`config.mk`:
```
export PLATFORM = sky130hd
export DESIGN_NAME = status_cc_unit
export DESIGN_NICKNAME = d
export VERILOG_FILES = /design/src/rtl/sccu_pkg.sv /design/src/rtl/cc_arith.sv /design/src/rtl/cc_byte.sv /design/src/rtl/cc_compare.sv /design/src/rtl/cc_branch.sv /design/src/rtl/status_cc_unit.sv
export SDC_FILE = /design/constraint.sdc
export NUM_CORES = 1
export LEC_CHECK = 0
export ABC_AREA = 1
export BUFFER_PORTS_ARGS = -buffer_cell sky130_fd_sc_hd__buf_2
export CAP_MARGIN = 20
export CORE_MARGIN = 2
export CORE_UTILIZATION = 45
export CTS_BUF_LIST = sky130_fd_sc_hd__clkbuf_16
export DETAILED_ROUTE_END_ITERATION = 10
export GPL_ROUTABILITY_DRIVEN = 0
export PLACE_DENSITY = 0.8
export SLEW_MARGIN = 20
export SYNTH_ARGS = -nofsm -noshare
export SYNTH_HDL_FRONTEND = slang
export SYNTH_HIERARCHICAL = 1
export SYNTH_SLANG_ARGS = --single-unit
```
`constraint.sdc`:
```
create_clock -name clk -period 1 [get_ports clk]
set_input_delay 0 -clock clk [delete_from_list [all_inputs] [get_ports clk]]
set_output_delay 0 -clock clk [all_outputs]
set_load 0.01 [all_outputs]
```
`src/rtl/sccu_pkg.sv`:
```
package sccu_pkg;
  localparam int STAT_W   = 16;
  localparam int BIT_MODE = 15;
  localparam int BIT_IEN  = 14;
  localparam int BIT_TEN  = 13;
  localparam int BIT_RSTK = 12;
  localparam int BIT_OVF  = 11;
  localparam int BIT_CRY  = 10;
  localparam int CC_HI    = 9;
  localparam int CC_LO    = 8;

  localparam logic [1:0] CC_GT  = 2'b00;
  localparam logic [1:0] CC_LT  = 2'b01;
  localparam logic [1:0] CC_EQ  = 2'b10;
  localparam logic [1:0] CC_INV = 2'b11;

  typedef enum logic [2:0] {
    OP_NOP   = 3'd0,
    OP_ARITH = 3'd1,
    OP_BYTE  = 3'd2,
    OP_CMP   = 3'd3,
    OP_LOAD  = 3'd4
  } op_e;
endpackage

```
`src/rtl/cc_arith.sv`:
```
module cc_arith
  import sccu_pkg::*;
#(
  parameter int WORD_W    = 16,
  parameter int MAX_WORDS = 4,
  localparam int OPA_W    = WORD_W * MAX_WORDS,
  localparam int LEN_W    = (MAX_WORDS > 1) ? $clog2(MAX_WORDS) : 1
) (
  input  logic [OPA_W-1:0] opnd,
  input  logic [LEN_W-1:0] len,
  input  logic             signed_mode,
  output logic [1:0]       cc
);
  logic [MAX_WORDS-1:0] word_nz;
  logic [MAX_WORDS-1:0] in_range;
  logic [MAX_WORDS-1:0] word_sign;

  for (genvar i = 0; i < MAX_WORDS; i++) begin : g_word
    assign word_nz[i]   = |opnd[i*WORD_W +: WORD_W];
    assign word_sign[i] = opnd[i*WORD_W + WORD_W - 1];
    assign in_range[i]  = (LEN_W'(i) <= len);
  end

  logic any_nz;
  logic top_sign;

  always_comb begin
    any_nz   = |(word_nz & in_range);
    top_sign = word_sign[len];
    if (!any_nz)                    cc = CC_EQ;
    else if (signed_mode && top_sign) cc = CC_LT;
    else                            cc = CC_GT;
  end


  always_comb begin
    if (opnd == '0) begin
      zero_is_equal_chk: assert (cc == CC_EQ);
    end
  end
endmodule

```
`src/rtl/cc_byte.sv`:
```
module cc_byte
  import sccu_pkg::*;
(
  input  logic [7:0] ch,
  output logic [1:0] cc
);
  logic is_digit;
  logic is_upper;
  logic is_lower;

  always_comb begin
    is_digit = (ch >= 8'h30) && (ch <= 8'h39);
    is_upper = (ch >= 8'h41) && (ch <= 8'h5A);
    is_lower = (ch >= 8'h61) && (ch <= 8'h7A);
    if (is_digit)                cc = CC_GT;
    else if (is_upper || is_lower) cc = CC_EQ;
    else                         cc = CC_LT;
  end


  always_comb begin
    byte_never_invalid_chk: assert (cc != CC_INV);
  end
endmodule

```
`src/rtl/cc_compare.sv`:
```
module cc_compare
  import sccu_pkg::*;
#(
  parameter int WORD_W = 16,
  localparam int CMP_W = 2 * WORD_W
) (
  input  logic [CMP_W-1:0] a,
  input  logic [CMP_W-1:0] b,
  input  logic             signed_mode,
  output logic [1:0]       cc
);
  logic [WORD_W-1:0] flip;
  logic [WORD_W-1:0] hi_a;
  logic [WORD_W-1:0] hi_b;
  logic [WORD_W-1:0] lo_a;
  logic [WORD_W-1:0] lo_b;

  always_comb begin
    flip = {signed_mode, {(WORD_W-1){1'b0}}};
    hi_a = a[CMP_W-1:WORD_W] ^ flip;
    hi_b = b[CMP_W-1:WORD_W] ^ flip;
    lo_a = a[WORD_W-1:0];
    lo_b = b[WORD_W-1:0];
    if (hi_a == hi_b) begin
      if (lo_a == lo_b)     cc = CC_EQ;
      else if (lo_a < lo_b) cc = CC_LT;
      else                  cc = CC_GT;
    end else if (hi_a < hi_b) begin
      cc = CC_LT;
    end else begin
      cc = CC_GT;
    end
  end


  always_comb begin
    cmp_equal_chk: assert ((a == b) == (cc == CC_EQ));
  end
endmodule

```
`src/rtl/cc_branch.sv`:
```
module cc_branch
  import sccu_pkg::*;
(
  input  logic [1:0] cc,
  input  logic [2:0] mask,
  output logic [2:0] flag,
  output logic       taken
);
  always_comb begin
    flag  = (cc == CC_GT) ? 3'b100 : {1'b0, cc};
    taken = |(mask & flag);
  end


  always_comb begin
    if (cc != CC_INV) begin
      flag_onehot_chk: assert ($onehot(flag));
    end
    if (mask == 3'b000) begin
      empty_mask_chk: assert (!taken);
    end
  end
endmodule

```
`src/rtl/status_cc_unit.sv`:
```
module status_cc_unit
  import sccu_pkg::*;
#(
  parameter int WORD_W    = 16,
  parameter int MAX_WORDS = 4,
  localparam int OPA_W    = WORD_W * MAX_WORDS,
  localparam int CMP_W    = 2 * WORD_W,
  localparam int LEN_W    = (MAX_WORDS > 1) ? $clog2(MAX_WORDS) : 1
) (
  input  logic              clk,
  input  logic              rst_n,
  input  logic [2:0]        op_sel,
  input  logic [LEN_W-1:0]  arith_len,
  input  logic              signed_mode,
  input  logic [OPA_W-1:0]  opnd_a,
  input  logic [CMP_W-1:0]  opnd_b,
  input  logic              carry_we,
  input  logic              carry_in,
  input  logic              ovf_we,
  input  logic              ovf_in,
  input  logic [2:0]        cond_mask,
  output logic [STAT_W-1:0] status,
  output logic              branch_taken,
  output logic              ovf_trap
);
  // reset synchronizer: asynchronous assert, synchronous release
  logic [1:0] rst_sync_q;
  logic       rst_int_n;

  always_ff @(posedge clk or negedge rst_n) begin
    if (!rst_n) rst_sync_q <= 2'b00;
    else        rst_sync_q <= {rst_sync_q[0], 1'b1};
  end
  assign rst_int_n = rst_sync_q[1];

  // condition-code sources
  logic [1:0] arith_cc;
  logic [1:0] byte_cc;
  logic [1:0] cmp_cc;
  logic [2:0] cc_flag;

  cc_arith #(.WORD_W(WORD_W), .MAX_WORDS(MAX_WORDS)) u_arith (
    .opnd        (opnd_a),
    .len         (arith_len),
    .signed_mode (signed_mode),
    .cc          (arith_cc)
  );

  cc_byte u_byte (
    .ch (opnd_a[7:0]),
    .cc (byte_cc)
  );

  cc_compare #(.WORD_W(WORD_W)) u_cmp (
    .a           (opnd_a[CMP_W-1:0]),
    .b           (opnd_b),
    .signed_mode (signed_mode),
    .cc          (cmp_cc)
  );

  // next state
  logic [STAT_W-1:0] stat_q, stat_d;
  logic              trap_q, trap_d;
  logic              stat_en;
  logic              cc_op;

  always_comb begin
    stat_d = stat_q;
    trap_d = 1'b0;
    cc_op  = 1'b0;
    case (op_sel)
      OP_ARITH: begin stat_d[CC_HI:CC_LO] = arith_cc; cc_op = 1'b1; end
      OP_BYTE:  begin stat_d[CC_HI:CC_LO] = byte_cc;  cc_op = 1'b1; end
      OP_CMP:   begin stat_d[CC_HI:CC_LO] = cmp_cc;   cc_op = 1'b1; end
      OP_LOAD:  stat_d = opnd_a[STAT_W-1:0];
      default:  ;
    endcase
    if (carry_we) stat_d[BIT_CRY] = carry_in;
    if (ovf_we) begin
      stat_d[BIT_OVF] = ovf_in;
      trap_d          = ovf_in & stat_q[BIT_TEN];
    end
    stat_en = cc_op || (op_sel == OP_LOAD) || carry_we || ovf_we;
  end

  // registers
  always_ff @(posedge clk or negedge rst_int_n) begin
    if (!rst_int_n) begin
      stat_q <= '0;
      trap_q <= 1'b0;
    end else begin
      if (stat_en) stat_q <= stat_d;
      trap_q <= trap_d;
    end
  end

  cc_branch u_branch (
    .cc    (stat_q[CC_HI:CC_LO]),
    .mask  (cond_mask),
    .flag  (cc_flag),
    .taken (branch_taken)
  );

  assign status   = stat_q;
  assign ovf_trap = trap_q;


  cc_field_only_chk: assert property (@(posedge clk) disable iff (!rst_int_n)
    ((op_sel inside {OP_ARITH, OP_BYTE, OP_CMP}) && !carry_we && !ovf_we) |=>
      (status[STAT_W-1:CC_HI+1] == $past(status[STAT_W-1:CC_HI+1])) &&
      (status[CC_LO-1:0] == $past(status[CC_LO-1:0])));


  load_word_chk: assert property (@(posedge clk) disable iff (!rst_int_n)
    ((op_sel == OP_LOAD) && !carry_we && !ovf_we) |=>
      (status == $past(opnd_a[STAT_W-1:0])));


  carry_strobe_chk: assert property (@(posedge clk) disable iff (!rst_int_n)
    carry_we |=> (status[BIT_CRY] == $past(carry_in)));


  ovf_trap_raise_chk: assert property (@(posedge clk) disable iff (!rst_int_n)
    (ovf_we && ovf_in && status[BIT_TEN]) |=> ovf_trap);


  no_trap_chk: assert property (@(posedge clk) disable iff (!rst_int_n)
    !(ovf_we && ovf_in) |=> !ovf_trap);
endmodule

```
# --- Word level (Yosys, flattened, before mapping) ---
# Cells that the tools add are included.
totals:
  reg_bits: 19
  rom_bits: 0
  ramBits: 0
  elab_cells: 70
  out_inout_bits: 18
  latchBits: 0
  inputBits: 111
  mem_count: 0
op_classes:
  muxes: 17
  n_shift: 0
  bitwise_logic: 5
  n_lt_le_gt_ge: 13
  div_mod_pow: 0
  n_eq_ne: 6
  multipliers: 0
  n_addsub: 0
  reduce_logical: 23
ops:
  columns: ["op", "count"]
  rows:
  - ["$reduce_or 16->1", 4]
  - ["$eq 16x16->1", 2]
  - ["$lt 16x16->1", 2]
  - ["$xor 16x16->16", 2]
  - ["$ge 8x7->1 const B", 2]
  - ["$le 8x7->1 const B", 2]
  - ["$mux 2", 6]
  - ["$ge 8x6->1 const B", 1]
  - ["$le 8x6->1 const B", 1]
  - ["$mux 1", 8]
  - ["$pmux 2 s4", 1]
  - ["$reduce_and 2->1", 4]
  - ["$eq 3x2->1 const B", 2]
  - ["$reduce_or 3->1", 2]
  - ["$and 4x4->4", 1]
  - ["$le 1x2->1 const A", 2]
  - ["$le 2x2->1 const A", 2]
  - ["$logic_and 1x1->1", 4]
  - ["$logic_or 1x1->1", 4]
  - ["$reduce_bool 2->1", 2]
  - ["$reduce_bool 4->1", 1]
  - ["$reduce_or 4->1", 1]
  - ["$and 3x3->3", 1]
  - ["$eq 3x1->1 const B", 1]
  - ["6 further kinds", 6]

# --- Longest topological paths before layout ---
# Gate-level depths: netlist of run 1.
logic_depth:
  depth_word: 7
  mapped_depth: 18

# --- Hierarchy ---
# Netlist of run 1, hierarchy kept.
modules_own_cells:
  columns: ["module", "area_each_um2", "n_inst", "cells_per_inst"]
  rows:
  - ["cc_compare", 992.2, 1, 169]
  - ["status_cc_unit", 865.8, 1, 108]
  - ["cc_arith", 304.0, 1, 76]
  - ["cc_byte", 190.2, 1, 44]
  - ["cc_branch", 36.3, 1, 9]

# --- Least setup slack after synthesis of run 1 ---
# Ideal clock, no wire load.
synth_path:
  kind: "input port to flip-flop"
  from: "input signed_mode"
  to: "register stat_q[8] (netlist: status[8])"
  setup_time_ps: 65
  setup_slack_ps: -399
  cell_stages: 16
  arrival_ps: 1334
  required_ps: 935
  path_buffers: 0
  path_cell_list: "xor2_1 ha_1 nand2_2 nor2_4 nand2_4 nor2_4 nand2_1 nor2_1 nand2_1 nand2_1 nand4_1 nand2_1 inv_1 nand2_1 nand2_1 nand2_1"
synth_via:
  elab_chain_cells: 5
  word_cells_on_any_way: 10
  classes_between: "1 x order compare; 1 x eq/ne; 5 x mux; 2 x bitwise; 1 x reduce/logical"
synth_lines:
  columns: ["item", "line_no", "rtl"]
  rows:
  - ["start, declared", "status_cc_unit.sv:14", "input logic signed_mode,"]
  - ["$xor 16x16->16, on equally long branches", "cc_compare.sv:20, cc_compare.sv:21", null]
  - ["$lt 16x16->1", "cc_compare.sv:28", "end else if (hi_a < hi_b) begin"]
  - ["$mux 1", "cc_compare.sv:28", null]
  - ["$mux 2 (*)", "cc_compare.sv:24", "if (hi_a == hi_b) begin"]
  - ["via cmp_cc[0]", "status_cc_unit.sv:39", "logic [1:0] cmp_cc;"]
  - ["$pmux 2 s4 (*)", "status_cc_unit.sv:71", "case (op_sel)"]
  - ["end signal, assigned", "status_cc_unit.sv:92", "if (stat_en) stat_q <= stat_d;"]
  - ["end, declared", "status_cc_unit.sv:62", "logic [STAT_W-1:0] stat_q, stat_d;"]
# The timed path passes the listed nets; every way through them passes the cells marked *.
# A chain may end at the register's enable or synchronous reset.

# --- Final worst setup path of run 1 ---
# Same ends and word-level chain as after synthesis.

==> results.toml, run 1 <==
[outcome]
run_status = "complete, but fails checks"
violations = "negative setup slack"

[detailed_routing]
wl_per_cell_um = 10.52
drt_pre_antenna_iters = 4
ant_nets = 0
viasPerCell = 4.589
wirelength_um = 6650
drcViolationCount = 0
drt_iter0_drc = 117
vias = 2900

[setup_path]
path_class = "in2reg"
crit_slowest_cell = "ha_1"
path_cells = "buf_6, xor2_1, ha_1, nand2_2, nor2_4, nand2_4, nor2_4, nand2_1, nor2_1, nand2_1, nand2_1, nand4_1, nand2_1, inv_1, nand2_1, nand2_1, nand2_1"
cpMostUsedCell = "nand2_1"
cp.arrival_ns = 1.49
cp.required_ns = 1.19
cp-start-kind = "primary input"
critPathMaxStageDelay_ns = 0.30
end_kind = "flop"
worst-path-max-fanout = 3

[clocking]
cts_root_buf = "clkbuf_16"
worstSkewPairLatency_ns = 0.25
cts_sinks = 19
h-tree-depth = 1
clockBufferDepth = 2
cts_buffers = 3
cts_tree = "done"
cts.clk_slew.worst_paths_ns = 0.06

[timing]
fmax_mhz = 772.3
final-setup-viol-count = 3
finalClockSkew_ns = 0.002603
hold_violations = 0
holdWs_ns = 0.001500
drv_slew = 0
finalCritPeriodShare_pct = 129.5
rsz0062_at_grt = "yes"
fin_ws_ns = -0.2949
fin_crit_ns = 1.295

[global_route]
overflow = 0
antenna_found_initial = 0
grt_pass1_wl_um = 11400
track_usage_pct = 22.83
grt_pass1_vias = 2912
grt_max_degree = 18

[finish]
diodes = 0
fill_cells = 471
nets = 706
finalInstanceArea_um2 = 3430
final_core_util_pct = 67.15
drive_gt1_share_pct = 32.21
syn_to_final_growth_pct = 44.04
final_cell_count_no_fill = 632

[pwr]
leakage_uw = 0.002234
p_int_uw = 1991
p_sw_share_pct = 33.34
ir_drop_mv = 0.8356
p_switching_uw = 996.1
power_density_nw_per_um2 = 871.1
power_frac_comb_pct = 41.5
p_seq_share_pct = 31.2
clock_power_share_pct = 27.3

[floorplanning]
die_x_um = 76.74
die_h_um = 76.74
io_pins = 129
core_um2 = 5107
rows = 26
start_util_pct = 46.62
design.die.area_um2 = 5889

[placed_design]
hpwl_um = 5720
placed_area_um2 = 3268
dp.cells = 622
io_buffers = 128

[logic_synthesis]
syn_area_um2 = 2381
ys_warn_count = 6
synthesis.nets = 547
synth_cells = 404
avgSynthCellArea_um2 = 5.894

[job]
maxCapViolCount = 0

[hold_path]
min_path_type = "in2reg"
## per-layer routing
layer	routed length [um]	track usage, %	part of all wire (%)
met5	0	0	0
met4	119	6.364	1.8
met3	376	4.235	5.7
met2	3467	45.88	52
met1	2686	23.64	40
## cell type report
class	count	area, um2	share of cell area (%)
multi-input combinational	304	1604	46.77
clock inverter	1	3.754	0.1094
tap	70	87.58	2.554
sequential	19	475.5	13.86
inverter	79	296.5	8.646
clock buffer	3	75.07	2.189
timing repair buffer	156	887.1	25.87
## power by group through the flow
stage	Clock, uW	Sequential, uW	Combinational (uW)
global route	864	947	1410
finish	816	932	1240
floorplan	0	1000	573
detailed placement	0	946	1210
CTS	816	933	1230
global placement	0	943	1160
## state kept, by name (all words and copies together) (netlist names)
| signal | count |
|---|---|
| rst_sync_q | 2 |
| ovf_trap | 1 |
| status | 16 |
## critical path: cells and delay by family
family / cells / cell delay (ns)
xor+xnor: 1 / 0.15
fa+ha+maj: 1 / 0.30
buf+inv: 2 / 0.13
simple gates: 13 / 0.89
## cell usage in the layout (no fill, tap or decap), types with 4 or more instances in the layout
| cell | n |
|---|---|
| a21oi_1 | 11 |
| nand2_2 | 7 |
| nor2_4 | 4 |
| inv_2 | 4 |
| nand4_1 | 5 |
| inv_1 | 76 |
| nand3_1 | 8 |
| nand2_1 | 142 |
| nor2_1 | 66 |
| o21ai_0 | 4 |
| dfrtp_1 | 19 |
| nor2_2 | 7 |
| buf_2 | 126 |
| buf_4 | 23 |
| ha_1 | 32 |
## path summary, 6_finish.rpt
kind                                     from            end  slack, ns  depth (start not counted)
worst max-delay path              signed_mode      status[8]      -0.29                         17
worst min-delay path                   ovf_we       ovf_trap      0.002                          3
worst max register to register      status[9]      status[9]       0.21                          3
worst min register to register  rst_sync_q[1]       ovf_trap       0.21                          1
max in group asynchronous       rst_sync_q[1]     status[14]       0.59                          1
min in group asynchronous               rst_n  rst_sync_q[1]       0.05                          2
## stage by stage
step / TNS, ns / setup slack, ns / total power (uW)
after global routing: -0.9262 / -0.4612 / 3219
after detailed placement: -1.048 / -0.5874 / 2153
after floorplan: -0.5313 / -0.3173 / 1575
after global placement: -0.9520 / -0.5198 / 2106
after CTS: -0.4774 / -0.2980 / 2981
final: -0.5633 / -0.2949 / 2987
## timing repair
item,4_1_cts,5_1_grt
buffers inserted,2,1
pin swaps,5,5
hold endpoints to repair,5,0
resized for setup,4,3
hold buffers,3,0
endpoints found under the setup margin,3,3
No activity file was read; power rests on OpenSTA's default activity.
==> run 2: changes to the inputs <==
PLACE_DENSITY = 0.88   (was 0.8)
==> run 2 against run 1 <==
Against the previous run:
- the run still ends with negative setup slack left
- die area is the same
- hold slack gained 0.0019 ns
- flip-flop and latch count is the same
- via count grew 2.2%
- power grew 1.5%
- routed wire length grew 6.8%
- design area grew 2.0%
- clock power shrank 0.5%
- maximum frequency shrank 4.7%
- register-to-register slack lost 0.10 ns
- worst setup slack lost 0.065 ns
==> results.toml, run 2 (synthesis gave the netlist of run 1 again) <==
[floorplanning]
core_um2 = 5107
design.die.area_um2 = 5889
start_util_pct = 46.62
die_h_um = 76.74
die_x_um = 76.74
rows = 26
io_pins = 129

[detailed_routing]
vias = 2963
wirelength_um = 7104
drt_pre_antenna_iters = 4
met1_length_um = 2807
top_layer = "met4"
drt_iter0_drc = 155
wl_met2_um = 3763
wl_per_cell_um = 11.17
viasPerCell = 4.659
drcViolationCount = 0
ant_nets = 0
wl_met3_um = 376

[setup_path]
cp.required_ns = 1.14
cp.arrival_ns = 1.50
cp_num_buf_inv = 3
reg2reg_from = "status[9]"
rrSetupSlack_ns = 0.11
critPathMaxStageDelay_ns = 0.31
worst-path-max-fanout = 3
path_delay_family = "simple AND/OR/NAND/NOR gates"
cpMostUsedCell = "nand2_1"
cp-start-kind = "primary input"
worstReg2RegEnd = "status[9]"
path_cells = "buf_8, xor2_1, ha_1, nand2_2, buf_4, a21oi_1, nor2_1, nand2_1, nor2_1, nand2_1, nand2_1, nand4_1, nand2_1, inv_1, nand2_1, nand2_1, nand2_1"
crit_slowest_cell = "ha_1"
end_kind = "flop"
path_class = "in2reg"
r2r_cells = 4

[outcome]
violations = "negative setup slack"
run_status = "complete, but fails checks"

[timing]
finalCritPeriodShare_pct = 135.9
fin_ws_ns = -0.3594
rsz0062_at_grt = "yes"
finalClockSkew_ns = 0.004342
drv_slew = 0
final-setup-viol-count = 3
fin_crit_ns = 1.359
hold_violations = 0
fmax_mhz = 735.6

[pwr]
power_density_nw_per_um2 = 866.6
ir_drop_mv = 0.6888
leakage_uw = 0.002254

[job]
maxCapViolCount = 0

[finish]
finalInstanceArea_um2 = 3498
nets = 710
largest_reg_flops = 16
final_cell_count_no_fill = 636
register_area_um2 = 475.5
layout_common_cells = "nand2_1, buf_2, inv_1"
multi_input_area_um2 = 1639
diodes = 0
drive_gt1_share_pct = 33.57
final_core_util_pct = 68.50
syn_to_final_growth_pct = 46.93
fill_cells = 470
final_common_cell = "nand2_1"

[global_route]
antenna_found_initial = 0
grt_max_degree = 18
overflow = 0
grt_pass1_vias = 3098
track_usage_pct = 24.46
grt_pass1_wl_um = 12180

[hold_path]
whs_path_depth = 3
holdPathEnd = "status[10]"
min_path_type = "in2reg"
hp-start = "carry_in"

[placed_design]
placed_area_um2 = 3276
dp.cells = 623
io_buffers = 128
hpwl_um = 5894

[clocking]
cts_buffers = 3
cts_sinks = 19
h-tree-depth = 1
cts.clk_slew.worst_paths_ns = 0.06
cts_root_buf = "clkbuf_16"
cts_tree = "done"
clockBufferDepth = 2
worstSkewPairLatency_ns = 0.25
[run 2: per-stage QoR]
stage	TNS, ns	setup slack (ns)	power [uW]	hold WS, ns
finish	-0.7053	-0.3594	3032	0.003353
CTS	-0.5544	-0.3268	3025	0.001083
global placement	-0.9640	-0.5278	2107	-0.2148
global route	-0.9995	-0.5257	3274	0.03711
floorplan	-0.5313	-0.3173	1575	-0.2956
detailed placement	-1.090	-0.6107	2165	-0.2132
[run 2: worst max-delay path by stage]
stage	start	to	slack [ns]	depth (start not counted)
6_report	signed_mode	status[8]	-0.36	17
5_1_grt	signed_mode	status[8]	-0.53	17
3_5_place_dp	signed_mode	status[8]	-0.61	17
4_1_cts	signed_mode	status[8]	-0.33	17
2_1_floorplan	signed_mode	status[8]	-0.32	16
3_3_place_gp	signed_mode	status[8]	-0.53	17
[run 2: cell type report]
cell class | count | share of cell area (%)
Clock buffer | 3 | 2.146
Clock inverter | 1 | 0.1073
Inverter | 79 | 8.476
Multi-Input combinational cell | 304 | 46.85
Sequential cell | 19 | 13.59
Tap cell | 70 | 2.504
Timing Repair Buffer | 160 | 26.32
[run 2: worst reg2reg max path: stages, from the launching register on]
cell,delay (ns)
dfrtp_1,0.42
buf_4,0.15
buf_4,0.12
nand2_1,0.05
nand2_1,0.05
[run 2: timing repair]
action / 4_1_cts / 5_1_grt
resized for setup: 8 / 6
setup endpoints to repair: 3 / 3
setup buffers: 3 / 2
hold buffers: 4 / 0
pin swaps: 6 / 0
hold endpoints to repair: 4 / 0
[run 2: report_power, final]
part           switching, uW  internal [uW]
Sequential              61.5            874
Combinational            677            608
Clock                    280            532
[run 2: per-layer routing]
| layer | up-vias | track usage [%] |
|---|---|---|
| met2 | 105 | 48.42 |
| li1 | 1541 | - |
| met5 | - | 0 |
| met4 | 0 | 8.182 |
| met1 | 1299 | 25.71 |
| met3 | 18 | 4.000 |
